`src/rtl/peci_host_pkg.sv`:
```
package peci_host_pkg;

    // Register byte offsets (software visible)
    localparam int unsigned OFS_STATUS  = 32'h000;
    localparam int unsigned OFS_RD_LEN  = 32'h004;
    localparam int unsigned OFS_TGT     = 32'h008;
    localparam int unsigned OFS_CMD     = 32'h00C;
    localparam int unsigned OFS_CTL2    = 32'h010;
    localparam int unsigned OFS_WR_LEN  = 32'h01C;
    localparam int unsigned OFS_DIV     = 32'h02C;
    localparam int unsigned OFS_BUF     = 32'h100;

    // Status bit positions
    localparam int unsigned SB_BUSY  = 0;
    localparam int unsigned SB_DONE  = 1;
    localparam int unsigned SB_CRC   = 3;
    localparam int unsigned SB_ABORT = 4;
    localparam int unsigned SB_IE    = 6;

    typedef enum logic [1:0] {
        ST_IDLE   = 2'd0,
        ST_LAUNCH = 2'd1,
        ST_WAIT   = 2'd2
    } xfer_state_e;

endpackage

```
`src/rtl/peci_busy_fsm.sv`:
```
module peci_busy_fsm
    import peci_host_pkg::*;
(
    input  logic clk,
    input  logic rst_n,
    input  logic go,
    input  logic eng_done,
    output logic busy,
    output logic accept,
    output logic eng_start,
    output logic finish
);

    xfer_state_e state_q, state_d;

    always_comb begin
        state_d = state_q;
        unique case (state_q)
            ST_IDLE:   if (go) state_d = ST_LAUNCH;
            ST_LAUNCH: state_d = ST_WAIT;
            ST_WAIT:   if (eng_done) state_d = ST_IDLE;
        endcase
    end

    always_ff @(posedge clk or negedge rst_n) begin
        if (!rst_n) state_q <= ST_IDLE;
        else        state_q <= state_d;
    end

    always_comb begin
        busy      = (state_q != ST_IDLE);
        accept    = (state_q == ST_IDLE) && go;
        eng_start = (state_q == ST_LAUNCH);
        finish    = (state_q == ST_WAIT) && eng_done;
    end

    assert_start_pulse_R2: assert property (@(posedge clk) disable iff (!rst_n)
        eng_start |=> !eng_start);
    assert_start_busy_R2: assert property (@(posedge clk) disable iff (!rst_n)
        accept |=> (busy && eng_start));
    assert_finish_idle_R3: assert property (@(posedge clk) disable iff (!rst_n)
        finish |=> !busy);
    assert_restart_ignored_R5: assert property (@(posedge clk) disable iff (!rst_n)
        (state_q == ST_WAIT && go) |=> !eng_start);

endmodule

```
`src/rtl/peci_bitclk_div.sv`:
```
module peci_bitclk_div #(
    parameter int unsigned DIV_W = 5
) (
    input  logic             clk,
    input  logic             rst_n,
    input  logic [DIV_W-1:0] div,
    output logic             tick
);

    localparam int unsigned CNT_W = DIV_W + 3;

    logic [CNT_W-1:0] cnt_q;
    logic [CNT_W-1:0] limit;
    logic [CNT_W-1:0] term;

    always_comb begin
        limit = (CNT_W'(div) + CNT_W'(1)) << 2;
        term  = limit - CNT_W'(1);
    end

    always_ff @(posedge clk or negedge rst_n) begin
        if (!rst_n) begin
            cnt_q <= '0;
            tick  <= 1'b0;
        end else if (cnt_q >= term) begin
            cnt_q <= '0;
            tick  <= 1'b1;
        end else begin
            cnt_q <= cnt_q + CNT_W'(1);
            tick  <= 1'b0;
        end
    end

    assert_tick_single_R10: assert property (@(posedge clk) disable iff (!rst_n)
        tick |=> !tick);

endmodule

```
`src/rtl/peci_byte_buf.sv`:
```
module peci_byte_buf #(
    parameter int unsigned DEPTH = 64,
    parameter int unsigned W     = 8,
    localparam int unsigned IDX_W = $clog2(DEPTH)
) (
    input  logic             clk,
    input  logic             rst_n,
    input  logic             host_we,
    input  logic [IDX_W-1:0] host_idx,
    input  logic [W-1:0]     host_wdata,
    output logic [W-1:0]     host_rdata,
    input  logic             eng_we,
    input  logic [IDX_W-1:0] eng_idx,
    input  logic [W-1:0]     eng_wdata,
    output logic [W-1:0]     eng_rdata
);

    logic [W-1:0] mem [DEPTH];

    always_ff @(posedge clk or negedge rst_n) begin
        if (!rst_n) begin
            for (int i = 0; i < DEPTH; i++) mem[i] <= '0;
        end else begin
            if (host_we && !(eng_we && eng_idx == host_idx)) mem[host_idx] <= host_wdata;
            if (eng_we) mem[eng_idx] <= eng_wdata;
        end
    end

    assign host_rdata = mem[host_idx];
    assign eng_rdata  = mem[eng_idx];

    assert_eng_write_R12: assert property (@(posedge clk) disable iff (!rst_n)
        eng_we |=> (mem[$past(eng_idx)] == $past(eng_wdata)));

endmodule

```
`src/rtl/peci_host_regs.sv`:
```
module peci_host_regs
    import peci_host_pkg::*;
#(
    parameter int unsigned BUS_AW    = 10,
    parameter int unsigned BUF_DEPTH = 64,
    parameter int unsigned LEN_W     = 7,
    parameter int unsigned DIV_W     = 5,
    parameter int unsigned DIV_MIN   = 7,
    parameter int unsigned DIV_MAX   = 31,
    parameter int unsigned DIV_RST   = 15,
    parameter int unsigned PD_MAX    = 2,
    localparam int unsigned IDX_W    = $clog2(BUF_DEPTH)
) (
    input  logic              clk,
    input  logic              rst_n,
    input  logic [BUS_AW-1:0] bus_addr,
    input  logic              bus_wr,
    input  logic [7:0]        bus_wdata,
    output logic [7:0]        bus_rdata,
    output logic              irq,
    output logic              eng_start,
    input  logic              eng_done,
    input  logic              eng_crc_err,
    input  logic              eng_abort_err,
    output logic [7:0]        eng_tgt_addr,
    output logic [7:0]        eng_cmd,
    output logic [LEN_W-1:0]  eng_wr_len,
    output logic [LEN_W-1:0]  eng_rd_len,
    output logic [1:0]        eng_pulldown,
    input  logic [IDX_W-1:0]  eng_buf_idx,
    input  logic              eng_buf_we,
    input  logic [7:0]        eng_buf_wdata,
    output logic [7:0]        eng_buf_rdata,
    output logic              bit_tick
);

    localparam logic [BUS_AW-1:0] A_STATUS = BUS_AW'(OFS_STATUS);
    localparam logic [BUS_AW-1:0] A_RD_LEN = BUS_AW'(OFS_RD_LEN);
    localparam logic [BUS_AW-1:0] A_TGT    = BUS_AW'(OFS_TGT);
    localparam logic [BUS_AW-1:0] A_CMD    = BUS_AW'(OFS_CMD);
    localparam logic [BUS_AW-1:0] A_CTL2   = BUS_AW'(OFS_CTL2);
    localparam logic [BUS_AW-1:0] A_WR_LEN = BUS_AW'(OFS_WR_LEN);
    localparam logic [BUS_AW-1:0] A_DIV    = BUS_AW'(OFS_DIV);
    localparam logic [BUS_AW-1:0] A_BUF_LO = BUS_AW'(OFS_BUF);
    localparam logic [BUS_AW-1:0] A_BUF_HI = BUS_AW'(OFS_BUF + 4 * BUF_DEPTH - 1);

    // Software-visible registers
    logic             done_q, crc_q, abort_q, ie_q;
    logic [7:0]       tgt_q, cmd_q;
    logic [LEN_W-1:0] rd_len_q, wr_len_q;
    logic [1:0]       pd_q;
    logic [DIV_W-1:0] div_q;

    logic busy, accept, finish, go;
    logic wr_status, in_buf, host_buf_we;
    logic [IDX_W-1:0] host_idx;
    logic [7:0] host_rdata;
    logic [DIV_W-1:0] div_wr;

    always_comb begin
        wr_status   = bus_wr && (bus_addr == A_STATUS);
        go          = wr_status && bus_wdata[SB_BUSY];
        in_buf      = (bus_addr >= A_BUF_LO) && (bus_addr <= A_BUF_HI) && (bus_addr[1:0] == 2'b00);
        host_idx    = bus_addr[IDX_W+1:2];
        host_buf_we = bus_wr && in_buf && !busy;
        div_wr      = bus_wdata[DIV_W-1:0];
    end

    peci_busy_fsm u_fsm (
        .clk       (clk),
        .rst_n     (rst_n),
        .go        (go),
        .eng_done  (eng_done),
        .busy      (busy),
        .accept    (accept),
        .eng_start (eng_start),
        .finish    (finish)
    );

    peci_bitclk_div #(.DIV_W(DIV_W)) u_div (
        .clk   (clk),
        .rst_n (rst_n),
        .div   (div_q),
        .tick  (bit_tick)
    );

    peci_byte_buf #(.DEPTH(BUF_DEPTH), .W(8)) u_buf (
        .clk        (clk),
        .rst_n      (rst_n),
        .host_we    (host_buf_we),
        .host_idx   (host_idx),
        .host_wdata (bus_wdata),
        .host_rdata (host_rdata),
        .eng_we     (eng_buf_we),
        .eng_idx    (eng_buf_idx),
        .eng_wdata  (eng_buf_wdata),
        .eng_rdata  (eng_buf_rdata)
    );

    // Sticky flags: a set from the engine wins over a same-cycle clear
    always_ff @(posedge clk or negedge rst_n) begin
        if (!rst_n) begin
            done_q  <= 1'b0;
            crc_q   <= 1'b0;
            abort_q <= 1'b0;
            ie_q    <= 1'b0;
        end else begin
            done_q  <= finish | (done_q & ~(wr_status & bus_wdata[SB_DONE]));
            crc_q   <= (finish & eng_crc_err) | (crc_q & ~(wr_status & bus_wdata[SB_CRC]));
            abort_q <= (finish & eng_abort_err) | (abort_q & ~(wr_status & bus_wdata[SB_ABORT]));
            if (wr_status) ie_q <= bus_wdata[SB_IE];
        end
    end

    // Configuration registers
    always_ff @(posedge clk or negedge rst_n) begin
        if (!rst_n) begin
            tgt_q    <= '0;
            cmd_q    <= '0;
            rd_len_q <= '0;
            wr_len_q <= '0;
            pd_q     <= '0;
            div_q    <= DIV_W'(DIV_RST);
        end else if (bus_wr) begin
            if (bus_addr == A_TGT)    tgt_q    <= bus_wdata;
            if (bus_addr == A_CMD)    cmd_q    <= bus_wdata;
            if (bus_addr == A_RD_LEN) rd_len_q <= bus_wdata[LEN_W-1:0];
            if (bus_addr == A_WR_LEN) wr_len_q <= bus_wdata[LEN_W-1:0];
            if (bus_addr == A_CTL2 && 32'(bus_wdata[7:6]) <= PD_MAX) pd_q <= bus_wdata[7:6];
            if (bus_addr == A_DIV && 32'(div_wr) >= DIV_MIN && 32'(div_wr) <= DIV_MAX)
                div_q <= div_wr;
        end
    end

    // Engine-side copies latched at START
    always_ff @(posedge clk or negedge rst_n) begin
        if (!rst_n) begin
            eng_tgt_addr <= '0;
            eng_cmd      <= '0;
            eng_wr_len   <= '0;
            eng_rd_len   <= '0;
            eng_pulldown <= '0;
        end else if (accept) begin
            eng_tgt_addr <= tgt_q;
            eng_cmd      <= cmd_q;
            eng_wr_len   <= wr_len_q;
            eng_rd_len   <= rd_len_q;
            eng_pulldown <= pd_q;
        end
    end

    always_comb begin
        bus_rdata = 8'h00;
        if (in_buf) begin
            bus_rdata = host_rdata;
        end else begin
            case (bus_addr)
                A_STATUS: begin
                    bus_rdata[SB_BUSY]  = busy;
                    bus_rdata[SB_DONE]  = done_q;
                    bus_rdata[SB_CRC]   = crc_q;
                    bus_rdata[SB_ABORT] = abort_q;
                    bus_rdata[SB_IE]    = ie_q;
                end
                A_RD_LEN: bus_rdata = 8'(rd_len_q);
                A_TGT:    bus_rdata = tgt_q;
                A_CMD:    bus_rdata = cmd_q;
                A_CTL2:   bus_rdata = {pd_q, 6'b0};
                A_WR_LEN: bus_rdata = 8'(wr_len_q);
                A_DIV:    bus_rdata = 8'(div_q);
                default:  bus_rdata = 8'h00;
            endcase
        end
    end

    assign irq = done_q & ie_q;

    assert_done_on_finish_R3: assert property (@(posedge clk) disable iff (!rst_n)
        (busy && eng_done && !eng_start) |=> (done_q && !busy));
    assert_w1c_R4: assert property (@(posedge clk) disable iff (!rst_n)
        (wr_status && bus_wdata[SB_DONE] && !finish) |=> !done_q);
    assert_sticky_R4: assert property (@(posedge clk) disable iff (!rst_n)
        (done_q && !(wr_status && bus_wdata[SB_DONE])) |=> done_q);
    assert_shadow_hold_R6: assert property (@(posedge clk) disable iff (!rst_n)
        busy |=> ($stable(eng_cmd) && $stable(eng_tgt_addr) && $stable(eng_wr_len)));
    assert_div_range_R9: assert property (@(posedge clk) disable iff (!rst_n)
        (32'(div_q) >= DIV_MIN && 32'(div_q) <= DIV_MAX));
    assert_irq_drop_R11: assert property (@(posedge clk) disable iff (!rst_n)
        $fell(done_q) |-> !irq);

endmodule

```
`config.mk`:
```
export PLATFORM = sky130hd
export DESIGN_NAME = peci_host_regs
export DESIGN_NICKNAME = d
export VERILOG_FILES = /design/src/rtl/peci_host_pkg.sv /design/src/rtl/peci_busy_fsm.sv /design/src/rtl/peci_bitclk_div.sv /design/src/rtl/peci_byte_buf.sv /design/src/rtl/peci_host_regs.sv
export SDC_FILE = /design/constraint.sdc
export NUM_CORES = 2
export LEC_CHECK = 0
export ABC_CLOCK_PERIOD_IN_PS = 4900
export BUFFER_PORTS_ARGS = -buffer_cell sky130_fd_sc_hd__buf_2
export CAP_MARGIN = 20
export CORE_MARGIN = 3
export CORE_UTILIZATION = 60
export CTS_CLUSTER_DIAMETER = 50
export DETAILED_ROUTE_END_ITERATION = 8
export PLACE_DENSITY = 0.77
export SYNTH_ARGS = -nofsm -noshare
export SYNTH_HDL_FRONTEND = slang
export SYNTH_SLANG_ARGS = --single-unit
```
`constraint.sdc`:
```
create_clock -name clk -period 4.9 [get_ports clk]
set_input_delay 0 -clock clk [delete_from_list [all_inputs] [get_ports clk]]
set_output_delay 0 -clock clk [all_outputs]
set_load 0.01 [all_outputs]
```
# After elaboration in Yosys (flattened, before gate mapping)

Cells that the tools add are included.
Widths: inputs -> output; s select.

Register bits after elaboration: 596
Output and inout port bits: 51

$add $sub $neg: 3
Order comparisons: 9
Equality and inequality tests: 11
Muxes and demuxes: 26
Bitwise gates (word level): 17
Reductions and logical operators: 27

Operators with widths:

| cell                | number |
|---|---|
| $bwmux 512          | 2 |
| $mux 512            | 2 |
| $bmux 8 s6          | 2 |
| $demux 8 s6         | 2 |
| $mux 8              | 8 |
| $pmux 2 s6          | 2 |
| $eq 10x4->1 const B | 2 |
| $eq 10x5->1 const B | 2 |
| $ge 7x7->1 const B  | 2 |
| $logic_and 1x1->1   | 14 |
| $lt 7x1->1 const B  | 2 |
| $not 6->7           | 2 |
| $reduce_and 2->1    | 7 |
| $eq 10x3->1 const B | 1 |
| $eq 10x6->1 const B | 1 |
| $ge 10x9->1 const B | 1 |
| $le 10x9->1 const B | 1 |
| $logic_not 10->1    | 1 |
| $and 1x1->1         | 9 |
| $add 8x1->8 const B | 1 |
| $ge 8x8->1          | 1 |
| $sub 8x1->8 const B | 1 |
| $add 5x1->6 const B | 1 |
| $eq 6x6->1          | 1 |
| other kinds (18)    | 25 |

# Longest topological paths before layout

Depth after elaboration: 9
Mapped depth: 10
Gate-level depth less buffers: 7

# Modules after synthesis

Synthesis repeated with hierarchy kept, for this count alone.

Cells, all modules: 3,619
Area, all modules: 37,358.3 um2

Modules (own cells, without submodules):

| module          | instances | cells an instance | area an instance (um2) | seq. area each (um2) |
|---|---|---|---|---|
| peci_byte_buf   | 1         | 3,303             | 33,259.4               | 12,812.3 |
| peci_host_regs  | 1         | 235               | 3,310.7                | 1,831.8 |
| peci_bitclk_div | 1         | 67                | 628.1                  | 225.2 |
| peci_busy_fsm   | 1         | 14                | 160.2                  | 50.0 |

# Worst setup path after synthesis

No wires, ideal clock.

Path kind: register -> register
From: reg div_q[0]
To: reg u_div.cnt_q[0]
Library setup time: 94 ps
Arrival: 2,040 ps
Required time: 4,806 ps
Slack: 2,766 ps
Cell stages (with the launch flop): 9
Buffers on the path: 1
Cell sequence: dfstp_2 > ha_1 > xnor2_1 > ha_1 > a21o_1 > a21o_1 > a21o_1 > clkbuf_1 > a211oi_1

Cells in the longest elaborated chain, start to end: 4

Ends and longest elaborated chain:

| element                | RTL line              | RTL |
|---|---|---|
| from (decl)            | peci_host_regs.sv:52  | `logic [DIV_W-1:0] div_q;` |
| from (signal assigned) | peci_host_regs.sv:123 | `div_q <= DIV_W'(DIV_RST);` |
| from (signal assigned) | peci_host_regs.sv:131 | `div_q <= div_wr;` |
| $add 5x1->6            | peci_bitclk_div.sv:17 | `limit = (CNT_W'(div) + CNT_W'(1)) << 2;` |
| $sub 8x1->8            | peci_bitclk_div.sv:18 | `term = limit - CNT_W'(1);` |
| $ge 8x8->1             | peci_bitclk_div.sv:25 | `end else if (cnt_q >= term) begin` |
| $mux 8                 | peci_bitclk_div.sv:25 |  |
| to (signal assigned)   | peci_bitclk_div.sv:29 | `cnt_q <= cnt_q + CNT_W'(1);` |
| to (decl)              | peci_bitclk_div.sv:12 | `logic [CNT_W-1:0] cnt_q;` |

Every way passes these cells.
A chain may end at the register's enable or synchronous reset.

# Worst setup path after layout

From: in bus_addr[2]
To: out bus_rdata[4]

Cells in the longest elaborated chain, start to end: 5
Elaborated cells between the ends (all ways): 16
Those cells by class: 2 x order compare; 5 x eq/ne; 5 x mux; 1 x bitwise; 3 x reduce/logical

Ends and longest elaborated chain:

| element                                    | RTL line              | RTL |
|---|---|---|
| from (decl)                                | peci_host_regs.sv:16  | `input logic [BUS_AW-1:0] bus_addr,` |
| $not 6->7 (not written as such)            | peci_byte_buf.sv:29   | `assign host_rdata = mem[host_idx];` |
| $bmux 8 s6                                 | peci_byte_buf.sv:29   |  |
| $mux 8 (not written as such) (2 in series) | peci_byte_buf.sv:29   |  |
| $mux 8 (*)                                 | peci_host_regs.sv:154 | `if (in_buf) begin` |
| to (decl)                                  | peci_host_regs.sv:19  | `output logic [7:0] bus_rdata,` |

Mark *: on every way between the ends. The rest lies on a longest branch, timed or not. The select of a mux whose other input is x is not followed.

==> flow_summary.rst <==
.. list-table::
   :header-rows: 1

   * - Metric
     - Value
   * - Run status
     - completed
   * - Layout cell share with drive strength beyond 1
     - 20.3%
   * - Count of buffers from port buffering
     - 89
   * - Htree depth
     - 3
   * - Horiz. Die Dim
     - 257 µm
   * - Minimum period implied by the final worst setup slack
     - 3380 ps
   * - Antenna violations before repair
     - 7
   * - Worst Reg-to-Reg Cells
     - 7
   * - Wire length of the first global-routing pass
     - 191000 µm
   * - Setup repair after global routing missed its margin
     - no
   * - Setup Viol. Count Final
     - 0
   * - Endpoint required time on the critical path
     - 4900 ps
   * - Router iterations before antenna repair
     - 8
   * - Pin slew with the least headroom to its limit
     - 1220 ps
   * - Worst Hold Slack
     - 24.3 ps
   * - Aggregate global routing overflow
     - 0
   * - Post-route DRC violation count
     - 0
   * - Maximum clock path buffer count
     - 3
   * - Slowest stage cell on the critical path
     - sky130_fd_sc_hd__a311oi_1
   * - Period utilization
     - 69.0%
   * - Hold Path Origin
     - bus_wdata[3]
   * - Number of instances resized during post-cts repair
     - 0
   * - Async SR Flop Fraction
     - 100%
   * - Max-capacitance violation count
     - 0
   * - Hold Path Stages
     - 4
   * - Number of unique standard cell types used by synthesis
     - 70
   * - Area of the core
     - 61900 µm²
   * - Commonest non-fill, non-tap cell in the layout
     - sky130_fd_sc_hd__dfrtp_1
   * - Power per cell area
     - 381 nW/µm²
   * - Post-route worst setup slack
     - 1520 ps
   * - GR Util All Layers
     - 38.4%
   * - Number of clock sinks
     - 596
   * - Warnings, synthesis
     - 0
   * - Maximum clock frequency
     - 296 MHz
   * - R2r startpoint
     - u_fsm.state_q[0]
   * - Worst slack at placement
     - 1620 ps
   * - Arrival time reported for the critical path endpoint
     - 3380 ps
   * - Final layout net count
     - 3381
   * - Leakage component of the power
     - 0.0204 µW
   * - Post-synthesis average cell area
     - 11.0 µm²
   * - Utilization of the core after routing
     - 66.2%
   * - Clock tree from TritonCTS
     - yes
   * - Synthesized netlist net count
     - 3469
   * - Total number of cells along the worst setup path
     - 7
   * - Row count
     - 91
   * - Number of vias per cell after detailed routing
     - 7.28
   * - Die area
     - 66000 µm²
   * - Portion of the post-synthesis area used by sequential elements
     - 39.5%
   * - Iteration-0 DRC Markers
     - 5235
   * - Relative area change from synthesis to final layout
     - 8.57%
   * - Kind of critical path
     - primary input to output port
   * - Cell at the root of the clock tree
     - sky130_fd_sc_hd__clkbuf_16
   * - Hold Vio Cnt, Final
     - 0
   * - Endpoint type of the worst setup path
     - output port
   * - Clock transition at the register clock pins on the worst setup and hold paths after CTS
     - 60 ps
   * - Mean routed wirelength per cell
     - 30.1 µm
   * - Launching element type of the critical path
     - primary input
   * - Area of the multi-input gates
     - 21300 µm²
   * - Pins over their slew limit
     - 0
   * - EDFF count, synth
     - 0
   * - Area of the mapped netlist
     - 37800 µm²
   * - Path class of the lowest-slack min-delay path
     - primary input to flop
   * - Overall die height
     - 257 µm
   * - Post-route setup TNS
     - 0 ps
   * - Estimated wirelength of the detail-placed design
     - 81500 µm
   * - Layout filler cell count
     - 4571
   * - Detailed-route via count
     - 30800
   * - Slew Limit Headroom
     - 18.1%
   * - Aggregate routed wire length
     - 128000 µm
   * - Sequential Area
     - 14900 µm²
   * - Register bit count reported by yosys
     - 596
   * - Maximum ir drop on the vdd rail
     - 415 µV
   * - Critical path's top delay family
     - compound AO/OA/AOI/OAI gates
   * - Residual antenna-violating net count after detailed routing
     - 0
   * - Delay of the slowest critical-path stage
     - 810 ps
   * - Buffers & Inverters on Critical Path
     - 3
   * - Worst setup skew after layout
     - 19.6 ps
   * - Skew-Pair Late Insertion Delay
     - 620 ps
   * - Initial Util
     - 61.0%
   * - TritonCTS buffer count
     - 72
   * - Dominant synthesized flop cell
     - sky130_fd_sc_hd__dfrtp_1
   * - Cells after Synth
     - 3419
   * - Commonest cells after routing, fill and taps aside
     - 592 x sky130_fd_sc_hd__dfrtp_1, 582 x sky130_fd_sc_hd__mux2i_1, 501 x sky130_fd_sc_hd__nor2_1
   * - Gpl congestion
     - 0.992
   * - Crit-path cells
     - buf_6 > buf_4 > mux4_1 > a22o_1 > a311oi_1 > a22oi_1 > buf_2
   * - Number of global-route vias before repair
     - 29600
   * - Largest net degree at the start of global routing
     - 123
   * - Source of the critical timing path
     - bus_addr[2]
   * - # IOs
     - 90
   * - Peak fanout along the critical path
     - 61
-- routing by layer --
metal  vias up  global-route usage (%)  share of wire (%)
met3       616                    12.6                 14
met2      2506                    56.9                 44
met5         -                       0                  0
met4         0                    21.1                7.1
li1      12500                       -                  -
met1     15100                    50.3                 35
-- worst min-delay path, stage by stage --
cell                      delay, ps
sky130_fd_sc_hd__buf_2          130
sky130_fd_sc_hd__buf_4          270
sky130_fd_sc_hd__nand3_1        130
sky130_fd_sc_hd__a31oi_1         80
-- through the flow --
stage / std cells / total power [µW] / cell area, µm²
after floorplan: 3419 / 8820 / 37800
after global placement: 4081 / 9790 / 38400
after detailed placement: 4082 / 10000 / 38400
after CTS: 4224 / 15500 / 41000
after global routing: 4229 / 16100 / 41000
final: 4232 / 15600 / 41000
-- cell usage after synthesis (9+ instances only) --
cell,number,area (µm²)
sky130_fd_sc_hd__o21ai_1,20,100
sky130_fd_sc_hd__nand3_1,45,225
sky130_fd_sc_hd__o2111ai_2,23,345
sky130_fd_sc_hd__a211oi_1,15,113
sky130_fd_sc_hd__nor3_1,11,55.1
sky130_fd_sc_hd__mux4_1,17,447
sky130_fd_sc_hd__nor2_1,501,1880
sky130_fd_sc_hd__nor2b_1,13,81.3
sky130_fd_sc_hd__a22oi_1,11,82.6
sky130_fd_sc_hd__mux2i_1,582,5830
sky130_fd_sc_hd__clkbuf_1,190,713
sky130_fd_sc_hd__o21ai_0,43,215
sky130_fd_sc_hd__ha_1,11,138
sky130_fd_sc_hd__mux4_2,240,5410
sky130_fd_sc_hd__and2_1,9,56.3
sky130_fd_sc_hd__o22ai_1,45,282
sky130_fd_sc_hd__or4_1,9,67.6
sky130_fd_sc_hd__buf_2,78,390
sky130_fd_sc_hd__a21oi_1,466,2330
sky130_fd_sc_hd__mux2_2,77,867
sky130_fd_sc_hd__nand2_1,161,604
sky130_fd_sc_hd__and3_1,13,81.3
sky130_fd_sc_hd__o2111ai_4,39,1020
sky130_fd_sc_hd__xnor2_1,11,96.3
sky130_fd_sc_hd__buf_1,29,109
sky130_fd_sc_hd__dfrtp_1,592,14800
sky130_fd_sc_hd__buf_4,27,203
sky130_fd_sc_hd__a31oi_1,27,169
-- sequential cells by signal, summed over array words and instances, names as in the netlist --
| register | cells |
|---|---|
| crc_q | 1 |
| wr_len_q | 7 |
| div_q | 5 |
| eng_cmd | 8 |
| u_buf.mem | 512 |
| pd_q | 2 |
| eng_wr_len | 7 |
| rd_len_q | 7 |
| eng_pulldown | 2 |
| done_q | 1 |
| u_fsm.state_q | 2 |
| u_div.cnt_q | 8 |
| cmd_q | 8 |
| u_div.tick | 1 |
| abort_q | 1 |
| eng_tgt_addr | 8 |
| ie_q | 1 |
| tgt_q | 8 |
| eng_rd_len | 7 |
-- cell type report --
type / instances / area share [%]
tap: 837 / 2.55
antenna: 6 / 0.0366
clock inverter: 29 / 0.677
inverter: 10 / 0.0915
clock buffer: 103 / 5.28
multi-input combinational: 2478 / 51.9
timing repair buffer: 173 / 3.06
sequential: 596 / 36.4
-- what timing repair did --
| item | CTS | global route |
|---|---|---|
| endpoints found under the hold margin | 99 | 0 |
| buffers inserted | 0 | 0 |
| hold buffers | 10 | 0 |
| endpoints found under the setup margin | 0 | 0 |
-- cells by family (layout without fill, tap and decap cells) --
group	after synthesis	count (layout)	synth area share (%)
muxes	916	916	33.2
and+or+nand+nor	798	798	8.85
AOI/OAI and AO/OA	736	736	13.4
DFF	596	596	39.5
buffers and inverters	345	315	4.23
xor gates and xnor gates	17	17	0.394
adders and majority gates	11	11	0.364
other	0	6	0
-- worst paths after layout --
check | end | slack, ps
min | u_buf.mem[499] | 20
max in group asynchronous | u_buf.mem[393] | 3480
max reg2reg | u_buf.mem[112] | 1800
min in group asynchronous | u_buf.mem[248] | 380
max | bus_rdata[4] | 1520
min reg2reg | u_div.cnt_q[0] | 490
-- where the power goes --
part	switching, µW	leakage (µW)	total (µW)	internal [µW]
clock network	2250	0.00119	5510	3260
logic	1810	0.0115	3490	1680
registers	806	0.00765	6620	5820
No activity file was read; power rests on OpenSTA's default activity.
